### config.mk
export PLATFORM = sky130hd
export DESIGN_NAME = sirq_gen
export DESIGN_NICKNAME = d
export VERILOG_FILES = /design/src/rtl/sirq_pkg.sv /design/src/rtl/sirq_regs.sv /design/src/rtl/sirq_seq.sv /design/src/rtl/sirq_slot.sv /design/src/rtl/sirq_gen.sv
export SDC_FILE = /design/constraint.sdc
export NUM_CORES = 1
export LEC_CHECK = 0
export BUFFER_PORTS_ARGS = -buffer_cell sky130_fd_sc_hd__buf_2
export CORE_UTILIZATION = 33
export CTS_CLUSTER_DIAMETER = 120
export DETAILED_ROUTE_END_ITERATION = 16
export GPL_TIMING_DRIVEN = 0
export MAX_ROUTING_LAYER = met4
export PLACE_DENSITY = 0.53
export SYNTH_ARGS = -nofsm -noshare
export SYNTH_HDL_FRONTEND = slang
export SYNTH_HIERARCHICAL = 1
export SYNTH_SLANG_ARGS = --single-unit
### constraint.sdc
create_clock -name clk -period 4.2 [get_ports clk]
set_input_delay 0 -clock clk [delete_from_list [all_inputs] [get_ports clk]]
set_output_delay 0 -clock clk [all_outputs]
set_load 0.005 [all_outputs]
### src/rtl/sirq_pkg.sv
package sirq_pkg;
  typedef enum logic [1:0] {
    SEQ_START = 2'd0,
    SEQ_DATA  = 2'd1,
    SEQ_STOP  = 2'd2
  } seq_st_e;

  typedef enum logic [1:0] {
    PH_SAMPLE  = 2'd0,
    PH_RECOVER = 2'd1,
    PH_TURN    = 2'd2
  } phase_e;

  localparam int unsigned REG_REQ = 0;
  localparam int unsigned REG_CTL = 1;
endpackage

### src/rtl/sirq_regs.sv
module sirq_regs #(
  parameter int unsigned NCH = 2,
  parameter int unsigned AW  = 2,
  parameter int unsigned DW  = 8
) (
  input  logic           clk,
  input  logic           rst_n,
  input  logic [AW-1:0]  addr,
  input  logic [DW-1:0]  wdata,
  input  logic           we,
  input  logic [NCH-1:0] status,
  output logic [DW-1:0]  rdata,
  output logic [NCH-1:0] req
);
  import sirq_pkg::*;

  logic [NCH-1:0] req_q;
  logic [NCH-1:0] ctl_q;
  logic           wr_req;
  logic           wr_ctl;

  assign wr_req = we && (addr == AW'(REG_REQ));
  assign wr_ctl = we && (addr == AW'(REG_CTL));

  always_ff @(posedge clk) begin
    if (!rst_n) ctl_q <= '0;
    else if (wr_ctl) ctl_q <= wdata[NCH-1:0];
  end

  for (genvar i = 0; i < NCH; i++) begin : g_ch
    always_ff @(posedge clk) begin
      if (!rst_n)        req_q[i] <= 1'b0;
      else if (ctl_q[i]) req_q[i] <= status[i];
      else if (wr_req)   req_q[i] <= wdata[i];
    end

    AST_SYNC_FOLLOW: assert property (@(posedge clk) disable iff (!rst_n)
      $past(ctl_q[i]) |-> (req_q[i] == $past(status[i])));
    AST_PLAIN_WRITE: assert property (@(posedge clk) disable iff (!rst_n)
      $past(wr_req && !ctl_q[i]) |-> (req_q[i] == $past(wdata[i])));
    AST_PLAIN_HOLD: assert property (@(posedge clk) disable iff (!rst_n)
      $past(!wr_req && !ctl_q[i]) |-> $stable(req_q[i]));
  end

  always_comb begin
    rdata = '0;
    if (addr == AW'(REG_REQ))      rdata[NCH-1:0] = req_q;
    else if (addr == AW'(REG_CTL)) rdata[NCH-1:0] = ctl_q;
  end

  if (NCH < DW) begin : g_rsvd
    AST_RSVD_ZERO: assert property (@(posedge clk) disable iff (!rst_n)
      rdata[DW-1:NCH] == '0);
  end

  assign req = req_q;
endmodule

### src/rtl/sirq_seq.sv
module sirq_seq #(
  parameter int unsigned NFR       = 16,
  parameter int unsigned START_LEN = 4,
  parameter int unsigned STOP_LEN  = 2,
  localparam int unsigned FW = $clog2(NFR),
  localparam int unsigned CW = $clog2(START_LEN + STOP_LEN + 1)
) (
  input  logic                   clk,
  input  logic                   rst_n,
  output sirq_pkg::seq_st_e      st_o,
  output sirq_pkg::phase_e       phase_o,
  output logic [FW-1:0]          frame_o,
  output logic                   load_o,
  output logic [FW-1:0]          nxt_frame_o
);
  import sirq_pkg::*;

  seq_st_e       st_q;
  phase_e        ph_q;
  logic [FW-1:0] fr_q;
  logic [CW-1:0] cnt_q;
  logic          start_last;
  logic          stop_last;
  logic          frame_last;

  assign start_last = (st_q == SEQ_START) && (cnt_q == CW'(START_LEN - 1));
  assign stop_last  = (st_q == SEQ_STOP)  && (cnt_q == CW'(STOP_LEN - 1));
  assign frame_last = (fr_q == FW'(NFR - 1));

  always_ff @(posedge clk) begin
    if (!rst_n) begin
      st_q  <= SEQ_START;
      ph_q  <= PH_SAMPLE;
      fr_q  <= '0;
      cnt_q <= '0;
    end else begin
      unique case (st_q)
        SEQ_START: begin
          if (start_last) begin
            st_q  <= SEQ_DATA;
            fr_q  <= '0;
            ph_q  <= PH_SAMPLE;
            cnt_q <= '0;
          end else begin
            cnt_q <= cnt_q + 1'b1;
          end
        end
        SEQ_DATA: begin
          unique case (ph_q)
            PH_SAMPLE:  ph_q <= PH_RECOVER;
            PH_RECOVER: ph_q <= PH_TURN;
            default: begin
              ph_q <= PH_SAMPLE;
              if (frame_last) begin
                st_q  <= SEQ_STOP;
                cnt_q <= '0;
              end else begin
                fr_q <= fr_q + 1'b1;
              end
            end
          endcase
        end
        default: begin
          if (stop_last) begin
            st_q  <= SEQ_START;
            cnt_q <= '0;
          end else begin
            cnt_q <= cnt_q + 1'b1;
          end
        end
      endcase
    end
  end

  assign load_o      = start_last ||
                       ((st_q == SEQ_DATA) && (ph_q == PH_TURN) && !frame_last);
  assign nxt_frame_o = (st_q == SEQ_START) ? '0 : fr_q + 1'b1;
  assign st_o        = st_q;
  assign phase_o     = ph_q;
  assign frame_o     = fr_q;

  AST_STOP_TO_START: assert property (@(posedge clk) disable iff (!rst_n)
    ($past(st_q) == SEQ_STOP && st_q == SEQ_DATA) |-> 1'b0);
  AST_DATA_ENTRY: assert property (@(posedge clk) disable iff (!rst_n)
    ($past(st_q) == SEQ_START && st_q == SEQ_DATA) |-> (fr_q == '0 && ph_q == PH_SAMPLE));
endmodule

### src/rtl/sirq_slot.sv
module sirq_slot #(
  parameter int unsigned NCH = 2,
  parameter int unsigned NFR = 16,
  localparam int unsigned FW = $clog2(NFR),
  parameter logic [NCH*FW-1:0] SLOTS = {4'd12, 4'd1}
) (
  input  logic           clk,
  input  logic           rst_n,
  input  logic [NCH-1:0] req,
  input  logic           load,
  input  logic [FW-1:0]  nxt_frame,
  output logic           pend_o
);
  logic [NCH-1:0] hit;

  for (genvar i = 0; i < NCH; i++) begin : g_hit
    assign hit[i] = req[i] && (nxt_frame == SLOTS[i*FW +: FW]);
  end

  logic pend_q;
  always_ff @(posedge clk) begin
    if (!rst_n)    pend_q <= 1'b0;
    else if (load) pend_q <= |hit;
  end
  assign pend_o = pend_q;

  AST_PEND_HOLD: assert property (@(posedge clk) disable iff (!rst_n)
    $past(!load) |-> $stable(pend_q));
  AST_PEND_CAPTURE: assert property (@(posedge clk) disable iff (!rst_n)
    $past(load) |-> (pend_q == $past(|hit)));
endmodule

### src/rtl/sirq_gen.sv
module sirq_gen #(
  parameter int unsigned AW        = 2,
  parameter int unsigned DW        = 8,
  parameter int unsigned NFR       = 16,
  parameter int unsigned START_LEN = 4,
  parameter int unsigned STOP_LEN  = 2
) (
  input  logic          clk,
  input  logic          rst_n,
  input  logic [AW-1:0] reg_addr,
  input  logic [DW-1:0] reg_wdata,
  input  logic          reg_we,
  output logic [DW-1:0] reg_rdata,
  input  logic          obf_a,
  input  logic          obf_b,
  output logic          sirq_o,
  output logic          sirq_oe
);
  import sirq_pkg::*;

  localparam int unsigned NCH = 2;
  localparam int unsigned FW  = $clog2(NFR);

  logic [NCH-1:0] req;
  seq_st_e        st;
  phase_e         phase;
  logic [FW-1:0]  frame;
  logic           load;
  logic [FW-1:0]  nxt_frame;
  logic           pend;

  sirq_regs #(.NCH(NCH), .AW(AW), .DW(DW)) u_regs (
    .clk(clk), .rst_n(rst_n), .addr(reg_addr), .wdata(reg_wdata), .we(reg_we),
    .status({obf_b, obf_a}), .rdata(reg_rdata), .req(req)
  );

  sirq_seq #(.NFR(NFR), .START_LEN(START_LEN), .STOP_LEN(STOP_LEN)) u_seq (
    .clk(clk), .rst_n(rst_n), .st_o(st), .phase_o(phase), .frame_o(frame),
    .load_o(load), .nxt_frame_o(nxt_frame)
  );

  sirq_slot #(.NCH(NCH), .NFR(NFR), .SLOTS({FW'(12), FW'(1)})) u_slot (
    .clk(clk), .rst_n(rst_n), .req(req), .load(load), .nxt_frame(nxt_frame),
    .pend_o(pend)
  );

  logic frame_unused;
  assign frame_unused = ^frame;

  always_comb begin
    sirq_oe = 1'b0;
    sirq_o  = 1'b1;
    unique case (st)
      SEQ_START: begin
        sirq_oe = 1'b1;
        sirq_o  = 1'b0;
      end
      SEQ_DATA: begin
        if (pend && phase == PH_SAMPLE) begin
          sirq_oe = 1'b1;
          sirq_o  = 1'b0;
        end else if (pend && phase == PH_RECOVER) begin
          sirq_oe = 1'b1;
          sirq_o  = 1'b1;
        end
      end
      default: ;
    endcase
  end

  AST_START_LOW: assert property (@(posedge clk) disable iff (!rst_n)
    (st == SEQ_START) |-> (sirq_oe && !sirq_o));
  AST_RELEASED_IDLE: assert property (@(posedge clk) disable iff (!rst_n)
    ((st == SEQ_STOP) || (st == SEQ_DATA && phase == PH_TURN)) |-> !sirq_oe);
  AST_RECOVER_HIGH: assert property (@(posedge clk) disable iff (!rst_n)
    (st == SEQ_DATA && phase == PH_RECOVER && sirq_oe) |-> sirq_o);
  AST_SAMPLE_FROM_SLOT: assert property (@(posedge clk) disable iff (!rst_n)
    (st == SEQ_DATA && phase == PH_SAMPLE && sirq_oe) |-> (frame == FW'(1) || frame == FW'(12)));
endmodule

==> results of run 1 <==
synthesized netlist by cell type (all sizes together), types with 2 or more instances:
library cell	number
dfxtp	16
nor2	10
a21oi	9
buf	8
inv	7
mux2i	6
nand2	6
nand3	6
o21ai	6
ha	4
nand2b	4
nand3b	3
nor2b	3
a31oi	2
clkbuf	2
nand4	2
o22ai	2
o2bb2ai	2
or3	2
xnor2	2
metal layers:
metal	wire length, um	GRT usage, %	vias to the layer above
met1	976	18.0	425
met2	983	24.7	22
met5	0	-	-
met3	104	5.07	2
li1	-	-	457
met4	14	4.88	0
worst max-delay path: cells and delay by family, from the launching register on:
kind | cells | cell delay (ps)
simple gates | 3 | 510
flops | 1 | 460
buf+inv | 1 | 370
compound gates | 2 | 250
metrics by stage:
step	cell area, um2	hold WS, ps	worst slack [ps]	instances
CTS	1140	2.93	2510	172
detailed placement	1100	273	2530	167
global route	1140	4.68	2300	172
finish	1140	5.66	2510	172
floorplan	1000	31.1	2830	124
global placement	1100	269	2590	167
flip-flops by register name, summed over array words and instances, names as in the netlist:
| name | flops |
|---|---|
| u_seq/frame_o | 4 |
| u_seq/cnt_q | 3 |
| u_seq/phase_o | 2 |
| u_seq/st_o | 2 |
| u_regs/req | 2 |
| u_regs/ctl_q | 2 |
| u_slot/pend_o | 1 |
worst min-delay path by stage:
stage	end	start
2_1_floorplan	reg_rdata[0]	reg_addr[1]
3_3_place_gp	reg_rdata[1]	reg_addr[1]
3_5_place_dp	reg_rdata[0]	reg_addr[1]
4_1_cts	u_regs/ctl_q[0]$_SDFFE_PN0P_	reg_wdata[0]
5_1_grt	u_regs/ctl_q[0]$_SDFFE_PN0P_	reg_wdata[0]
6_report	u_regs/req[1]$_SDFFE_PN0P_	obf_b
logic make-up after synthesis:
| family | count (synthesis) | share of synthesized area [%] |
|---|---|---|
| AO/OA/AOI/OAI | 26 | 16.8 |
| XOR/XNOR | 2 | 1.78 |
| adder cells (fa/ha/maj) | 4 | 5.10 |
| buffers and inverters | 17 | 9.68 |
| flip-flops | 16 | 32.6 |
| multiplexers | 6 | 6.11 |
| other | 1 | 0.382 |
| AND/OR/NAND/NOR | 47 | 27.5 |
final cells by class:
type,instances,share of cell area [%]
Multi-Input combinational cell,91,51.3
Sequential cell,16,28.0
Timing Repair Buffer,14,7.01
Buffer,10,6.02
Tap cell,31,3.40
Inverter,7,2.30
Clock buffer,3,1.97
timing repair:
item,in CTS,in global routing
hold endpoints to repair,2,0
hold buffers,2,0
setup endpoints to repair,0,0
power groups by stage:
stage	registers, W	clock network [W]	logic [W]
floorplan	0.000184	0	0.0000746
global placement	0.000188	0	0.0000964
detailed placement	0.000188	0	0.0000998
CTS	0.000185	0.0000853	0.000101
global route	0.000188	0.0000910	0.000116
finish	0.000185	0.0000803	0.0000999
==> impl_metrics.env, run 1 <==
export IMPL_path_cells="clkbuf_1 > nor2_1 > nor2_1 > and4b_1 > a31oi_1 > o21ai_1"
export IMPL_worstPathRequired_ps=4380
export IMPL_final_common_cell="dfxtp_1"
export IMPL_synth_cell_types=39
export IMPL_clockBufferDepth=2
export IMPL_wl_per_cell_um=12.1
export IMPL_hp_class="in2reg"
export IMPL_max_clock_freq_mhz=592
export IMPL_mostFrequentLayoutCells="dfxtp_1 (16), buf_2 (12), nor2_1 (10)"
export IMPL_cp_max_fo=10
export IMPL_grt_ovfl_total=0
export IMPL_synth_warnings=6
export IMPL_seq_area_um2=320
export IMPL_p_int_w=0.000250
export IMPL_die_x_um=56.6
export IMPL_postSynthCellCount=119
export IMPL_p_leak_nw=0.450
export IMPL_routed_wl_um=2080
export IMPL_p_sw_w=0.000116
export IMPL_r2r_slack_ps=2510
export IMPL_cp_slowest_cell="dfxtp_1"
export IMPL_synth_seq_area_share_pct=32.6
export IMPL_seq_power_share_pct=50.7
export IMPL_diodes=0
export IMPL_r2r_cells=6
export IMPL_floorplan_rows=19
export IMPL_period_share_pct=40.2
export IMPL_combinationalPowerShare_pct=27.3
export IMPL_syn_area_per_cell_um2=8.25
export IMPL_ys_async_sr_fraction_pct=0
export IMPL_num_io_pins=25
export IMPL_firstDrtPassIters=4
export IMPL_start_util_pct=35.3
export IMPL_grt_pass1_wl_um=3760
export IMPL_fill_cells=296
export IMPL_layout_nets=162
export IMPL_cts_buffers=3
export IMPL_multi_input_area_um2=586
export IMPL_clk_latency_ps=280
export IMPL_drv_cap=0
export IMPL_hold_path_depth=3
export IMPL_max_vdd_ir_drop_mv=0.231
export IMPL_cts_tree="done"
export IMPL_swShare_pct=31.6
export IMPL_ys_ff_latch=16
export IMPL_cts_root_buffer="clkbuf_4"
export IMPL_power_density_nw_per_um2=320
export IMPL_slowest_delay_ps=460
export IMPL_crit_arrival_ps=1870
export IMPL_synth_top_area_cell="dfxtp_1"
export IMPL_relSlewSlack_pct=64.6
export IMPL_cp_end_kind="flop"
export IMPL_drc_errors=0
export IMPL_crit_start="u_seq/st_o[1]$_SDFFE_PN0P_"
export IMPL_die_h_um=56.6
export IMPL_period_needed_ps=1690
export IMPL_place_congestion=0.741
export IMPL_detail_route_vias_per_cell=5.27
export IMPL_vias=906
export IMPL_setup_viol=0
export IMPL_grt_pass1_vias=864
export IMPL_clk_pin_slew_ps=90
export IMPL_postLayoutCoreUtil_pct=41.1
export IMPL_grt_use_total_pct=15.3
export IMPL_core_area_um2=2780
export IMPL_r2r_start="u_seq/st_o[1]$_SDFFE_PN0P_"
export IMPL_cts_htree_levels=1
export IMPL_antenna_found_initial=0
export IMPL_area_growth_pct=16.3
export IMPL_synthFlopType="dfxtp_1"
export IMPL_postRouteAntennaNets=0
export IMPL_syn_area_um2=982
export IMPL_die_area_um2=3200
export IMPL_grt_max_degree=13
export IMPL_setup_tns_ps=0
export IMPL_status="finished clean"
export IMPL_cts_resized=0
export IMPL_synth_edf_count=0
export IMPL_netlist_area_leader_share_pct=32.6
export IMPL_rsz0062_at_grt="false"
export IMPL_hold_viol=0
export IMPL_drive_gt1_share_pct=17.7
export IMPL_drtIter0Drc=31
export IMPL_crit_path_end="u_slot/pend_o$_SDFFE_PN0P_"
export IMPL_fin_skew_ps=4.71
export IMPL_cts_sinks=16
export IMPL_worst_path_most_repeated_cell="nor2_1"
export IMPL_crit_path_start_kind="flop"
export IMPL_dp_hpwl_um=1560
export IMPL_total_power_w=0.000365
export IMPL_synth_area_top_cells="dfxtp_1 (33%), mux2i_1 (6.1%), buf_4 (6.1%)"
export IMPL_maxSlewViolCount=0
export IMPL_pwr_share_clk_pct=22.0
export IMPL_critical_path_class="reg2reg"
export IMPL_worstMarginPinSlew_ps=522
export IMPL_portBuffers=12
export IMPL_postCtsSetupRepairBufs=0
export IMPL_worstReg2RegEnd="u_slot/pend_o$_SDFFE_PN0P_"
Power figures use the tool's default switching activity.
==> inputs of run 2 (changes only) <==
Settings changed: PLACE_DENSITY 0.53 to 0.55.
Clock period 4.2 ns to 1.4 ns, I/O delays scaled along.
==> impl_metrics.env, run 2 (synthesis results as in run 1) <==
export IMPL_drc_errors=0
export IMPL_power_density_nw_per_um2=1000
export IMPL_cts_tree="done"
export IMPL_drive_gt1_share_pct=29.0
export IMPL_start_util_pct=35.3
export IMPL_crit_start="u_seq/cnt_q[0]$_SDFFE_PN0P_"
export IMPL_place_area_um2=1100
export IMPL_hold_viol=0
export IMPL_crit_path_start_kind="flop"
export IMPL_seq_area_um2=333
export IMPL_p_leak_nw=0.480
export IMPL_drtIter0Drc=30
export IMPL_cp_end_kind="flop"
export IMPL_cts_sinks=16
export IMPL_max_clock_freq_mhz=740
export IMPL_floorplan_rows=19
export IMPL_preCtsSetupSlack_ps=-194
export IMPL_postRouteAntennaNets=0
export IMPL_antenna_found_initial=0
export IMPL_portBuffers=12
export IMPL_clk_latency_ps=290
export IMPL_mostFrequentLayoutCells="buf_2 (12), buf_4 (10), dfxtp_1 (10)"
export IMPL_largest_register_ffs=4
export IMPL_dp_hpwl_um=1490
export IMPL_cts_htree_levels=1
export IMPL_grt_pass1_wl_um=3820
export IMPL_maxSlewViolCount=0
export IMPL_r2r_slack_ps=50
export IMPL_grt_ovfl_total=0
export IMPL_hold_slack_ps=61.8
export IMPL_postLayoutCoreUtil_pct=45.6
export IMPL_r2r_start="u_seq/cnt_q[0]$_SDFFE_PN0P_"
export IMPL_grt_pass1_vias=893
export IMPL_fill_cells=271
export IMPL_grt_use_total_pct=15.5
export IMPL_fin_skew_ps=3.38
export IMPL_crit_arrival_ps=1570
export IMPL_status="finished clean"
export IMPL_firstDrtPassIters=4
export IMPL_worst_slack_ps=48.8
export IMPL_grt_max_degree=13
export IMPL_clk_pin_slew_ps=90
export IMPL_layout_nets=165
export IMPL_hp_class="in2reg"
export IMPL_die_area_um2=3200
export IMPL_place_congestion=0.798
export IMPL_final_common_cell="buf_2"
export IMPL_worstPathRequired_ps=1620
export IMPL_multi_input_area_um2=654
export IMPL_drv_cap=0
export IMPL_routed_wl_um=2070
export IMPL_setup_viol=0
export IMPL_area_growth_pct=29.2
export IMPL_cts_root_buffer="clkbuf_4"
export IMPL_period_share_pct=96.5
export IMPL_clockBufferDepth=2
export IMPL_diodes=0
export IMPL_critical_path_class="reg2reg"
export IMPL_vias=918
export IMPL_rsz0062_at_grt="true"
export IMPL_fin_area_um2=1270
export IMPL_die_x_um=56.6
export IMPL_wl_per_cell_um=11.8
export IMPL_hold_path_startpoint="rst_n"
export IMPL_max_vdd_ir_drop_mv=0.679
export IMPL_die_h_um=56.6
export IMPL_cp_max_fo=3
export IMPL_core_area_um2=2780
export IMPL_period_needed_ps=1350
export IMPL_num_io_pins=25
export IMPL_cts_buffers=3
export IMPL_detail_route_vias_per_cell=5.22
## run 2: routing by layer
layer	track usage (%)	wire, um
met1	19.9	1020
met2	22.9	905
met3	2.07	99
met4	9.76	44
met5	-	0
## run 2: path summary, 6_finish.rpt
| kind | endpoint | cells after the start |
|---|---|---|
| hold reg to reg | u_regs/req[1]$_SDFFE_PN0P_ | 2 |
| hold / removal | u_seq/frame_o[1]$_SDFFE_PN0P_ | 3 |
| setup / recovery | u_seq/frame_o[1]$_SDFFE_PN0P_ | 5 |
| setup reg to reg | u_seq/frame_o[1]$_SDFFE_PN0P_ | 5 |
## run 2: repair_timing
item / in CTS / in global routing
pin swaps: 2 / 5
endpoints found under the setup margin: 8 / 7
setup buffers: 1 / 0
cloned: 0 / 0
hold buffers: 4 / 0
hold endpoints to repair: 4 / 0
gates resized for setup: 15 / 9
## run 2: area by class of cell
class,instances,area share (%)
buffer,10,5.72
sequential,16,26.2
multi-input combinational,91,51.6
timing repair buffer,17,8.48
clock buffer,4,2.86
tap,31,3.06
inverter,7,2.07
## run 2: critical path: stages (launching register included)
cell and delay [ps]:
dfxtp_2 360, ha_4 140, ha_4 150, mux2i_4 70, nor3_1 360, mux2i_1 210
## run 2: per-stage QoR
stage / instances / total power [W] / TNS, ps
3_3_place_gp: 167 / 0.000852 / -424
5_1_grt: 176 / 0.00138 / -129
3_5_place_dp: 167 / 0.000867 / -581
6_report: 176 / 0.00127 / 0
2_1_floorplan: 124 / 0.000775 / 0
4_1_cts: 176 / 0.00126 / 0
## run 2: power by group
| part | switching [W] | internal, W |
|---|---|---|
| Sequential | 0.0000605 | 0.000520 |
| Clock | 0.000146 | 0.000158 |
| Combinational | 0.000187 | 0.000197 |
| Total | 0.000394 | 0.000875 |
==> inputs of run 3 (changes only) <==
Settings changed: PLACE_DENSITY 0.55 to 0.53.
Clock period 1.4 ns to 1.51 ns, I/O delays scaled along.
==> impl_metrics.env, run 3 (synthesis results as in run 1) <==
export IMPL_status="finished clean"
export IMPL_path_depth=5
export IMPL_cp_slowest_cell="dfxtp_2"
export IMPL_area_growth_pct=18.7
export IMPL_crit_arrival_ps=1690
export IMPL_r2r_slack_ps=20
export IMPL_period_needed_ps=1490
export IMPL_floorplan_rows=19
export IMPL_hold_viol=0
export IMPL_r2r_start="u_seq/cnt_q[0]$_SDFFE_PN0P_"
export IMPL_cts_sinks=16
export IMPL_wl_per_cell_um=12.6
export IMPL_worst_slack_ps=22.2
export IMPL_cts_tree="done"
export IMPL_crit_path_end="u_seq/st_o[1]$_SDFFE_PN0P_"
export IMPL_p_leak_nw=0.454
export IMPL_total_power_w=0.00104
export IMPL_diodes=0
export IMPL_worstPathRequired_ps=1720
export IMPL_grt_pass1_vias=864
export IMPL_portBuffers=12
export IMPL_cp_max_fo=4
export IMPL_slowest_delay_ps=350
export IMPL_firstDrtPassIters=4
export IMPL_die_h_um=56.6
export IMPL_clk_latency_ps=280
export IMPL_r2r_cells=5
export IMPL_fin_skew_ps=1.99
export IMPL_postRouteAntennaNets=0
export IMPL_crit_path_start_kind="flop"
export IMPL_drive_gt1_share_pct=23.4
export IMPL_hold_path_depth=3
export IMPL_die_x_um=56.6
export IMPL_postCtsSetupRepairBufs=0
export IMPL_max_clock_freq_mhz=672
export IMPL_postLayoutCoreUtil_pct=41.9
export IMPL_grt_ovfl_total=0
export IMPL_place_congestion=0.741
export IMPL_vias=920
export IMPL_drv_cap=0
export IMPL_path_cells="ha_1 > ha_1 > o21bai_1 > o311ai_2 > o22ai_1"
export IMPL_grt_max_degree=13
export IMPL_largest_register_ffs=4
export IMPL_setup_viol=0
export IMPL_period_share_pct=98.5
export IMPL_start_util_pct=35.3
export IMPL_hold_slack_ps=3.60
export IMPL_routed_wl_um=2170
export IMPL_antenna_found_initial=0
export IMPL_cp_end_kind="flop"
export IMPL_cp_buffers_inverters=0
export IMPL_drtIter0Drc=28
export IMPL_clk_pin_slew_ps=90
export IMPL_clockBufferDepth=2
export IMPL_critPathTopFamily="compound AO/OA/AOI/OAI gates"
export IMPL_rsz0062_at_grt="true"
export IMPL_worstReg2RegEnd="u_seq/st_o[1]$_SDFFE_PN0P_"
export IMPL_num_io_pins=25
export IMPL_grt_pass1_wl_um=3760
export IMPL_detail_route_vias_per_cell=5.35
export IMPL_hp_class="in2reg"
export IMPL_preCtsSetupSlack_ps=-157
export IMPL_cts_htree_levels=1
export IMPL_mostFrequentLayoutCells="buf_2 (12), dfxtp_1 (12), nor2_1 (10)"
export IMPL_critical_path_class="reg2reg"
export IMPL_core_area_um2=2780
export IMPL_cts_root_buffer="clkbuf_4"
export IMPL_dp_hpwl_um=1560
export IMPL_power_density_nw_per_um2=888
export IMPL_grt_use_total_pct=15.3
export IMPL_layout_nets=162
export IMPL_cts_buffers=3
export IMPL_crit_start="u_seq/cnt_q[0]$_SDFFE_PN0P_"
export IMPL_worst_path_most_repeated_cell="ha_1"
export IMPL_maxSlewViolCount=0
export IMPL_max_vdd_ir_drop_mv=0.655
export IMPL_die_area_um2=3200
export IMPL_drc_errors=0
export IMPL_setup_tns_ps=0
## run 3: cell count changes in the layout (fill, tap and decap cells not counted), sizes merged
cell         before  now
dlygate4sd3       4    2
buf              22   20
## run 3: per-layer routing
metal | up-vias | routed length (um) | GRT usage, %
met1 | 435 | 999 | 18.0
met5 | - | 0 | -
met3 | 6 | 105 | 5.07
met2 | 22 | 1020 | 24.7
met4 | 0 | 44 | 4.88
li1 | 457 | - | -
## run 3: stage by stage
stage / cells / instance area, um2
finish: 172 / 1170
global placement: 167 / 1100
global route: 172 / 1170
CTS: 172 / 1150
floorplan: 124 / 1000
detailed placement: 167 / 1100
## run 3: what timing repair did
item | 4_1_cts | 5_1_grt
hold buffers | 2 | 0
resized for setup | 2 | 7
hold endpoints to repair | 2 | 0
endpoints found under the setup margin | 1 | 8
## run 3: worst min-delay path, delay by kind of cell
kind	cells	cell delay [ps]
AO/OA/AOI/OAI	2	170
buffers and inverters	1	70
## run 3: how the worst min path moves through the flow
| stage | from | end | slack (ps) |
|---|---|---|---|
| floorplan | reg_addr[1] | reg_rdata[0] | 30 |
| global placement | reg_addr[1] | reg_rdata[1] | 270 |
| detailed placement | reg_addr[1] | reg_rdata[0] | 270 |
| CTS | reg_wdata[0] | u_regs/ctl_q[0]$_SDFFE_PN0P_ | 3 |
| global route | reg_wdata[0] | u_regs/ctl_q[0]$_SDFFE_PN0P_ | 5 |
| finish | obf_b | u_regs/req[1]$_SDFFE_PN0P_ | 4 |
## run 3: final cells by class
cell class | count | area [um2]
Fill cell | 290 | 1620
Buffer | 10 | 72.6
Sequential cell | 16 | 325
Tap cell | 31 | 38.8
Clock buffer | 3 | 22.5
Timing Repair Buffer | 14 | 80.1
Multi-Input combinational cell | 91 | 601
Inverter | 7 | 26.3
## run 3: power breakdown
group	switching, W	leakage [nW]	internal [W]
clock	0.000131	0.0138	0.0000927
combinational	0.000151	0.309	0.000139
sequential	0.0000475	0.131	0.000475
total	0.000330	0.454	0.000707
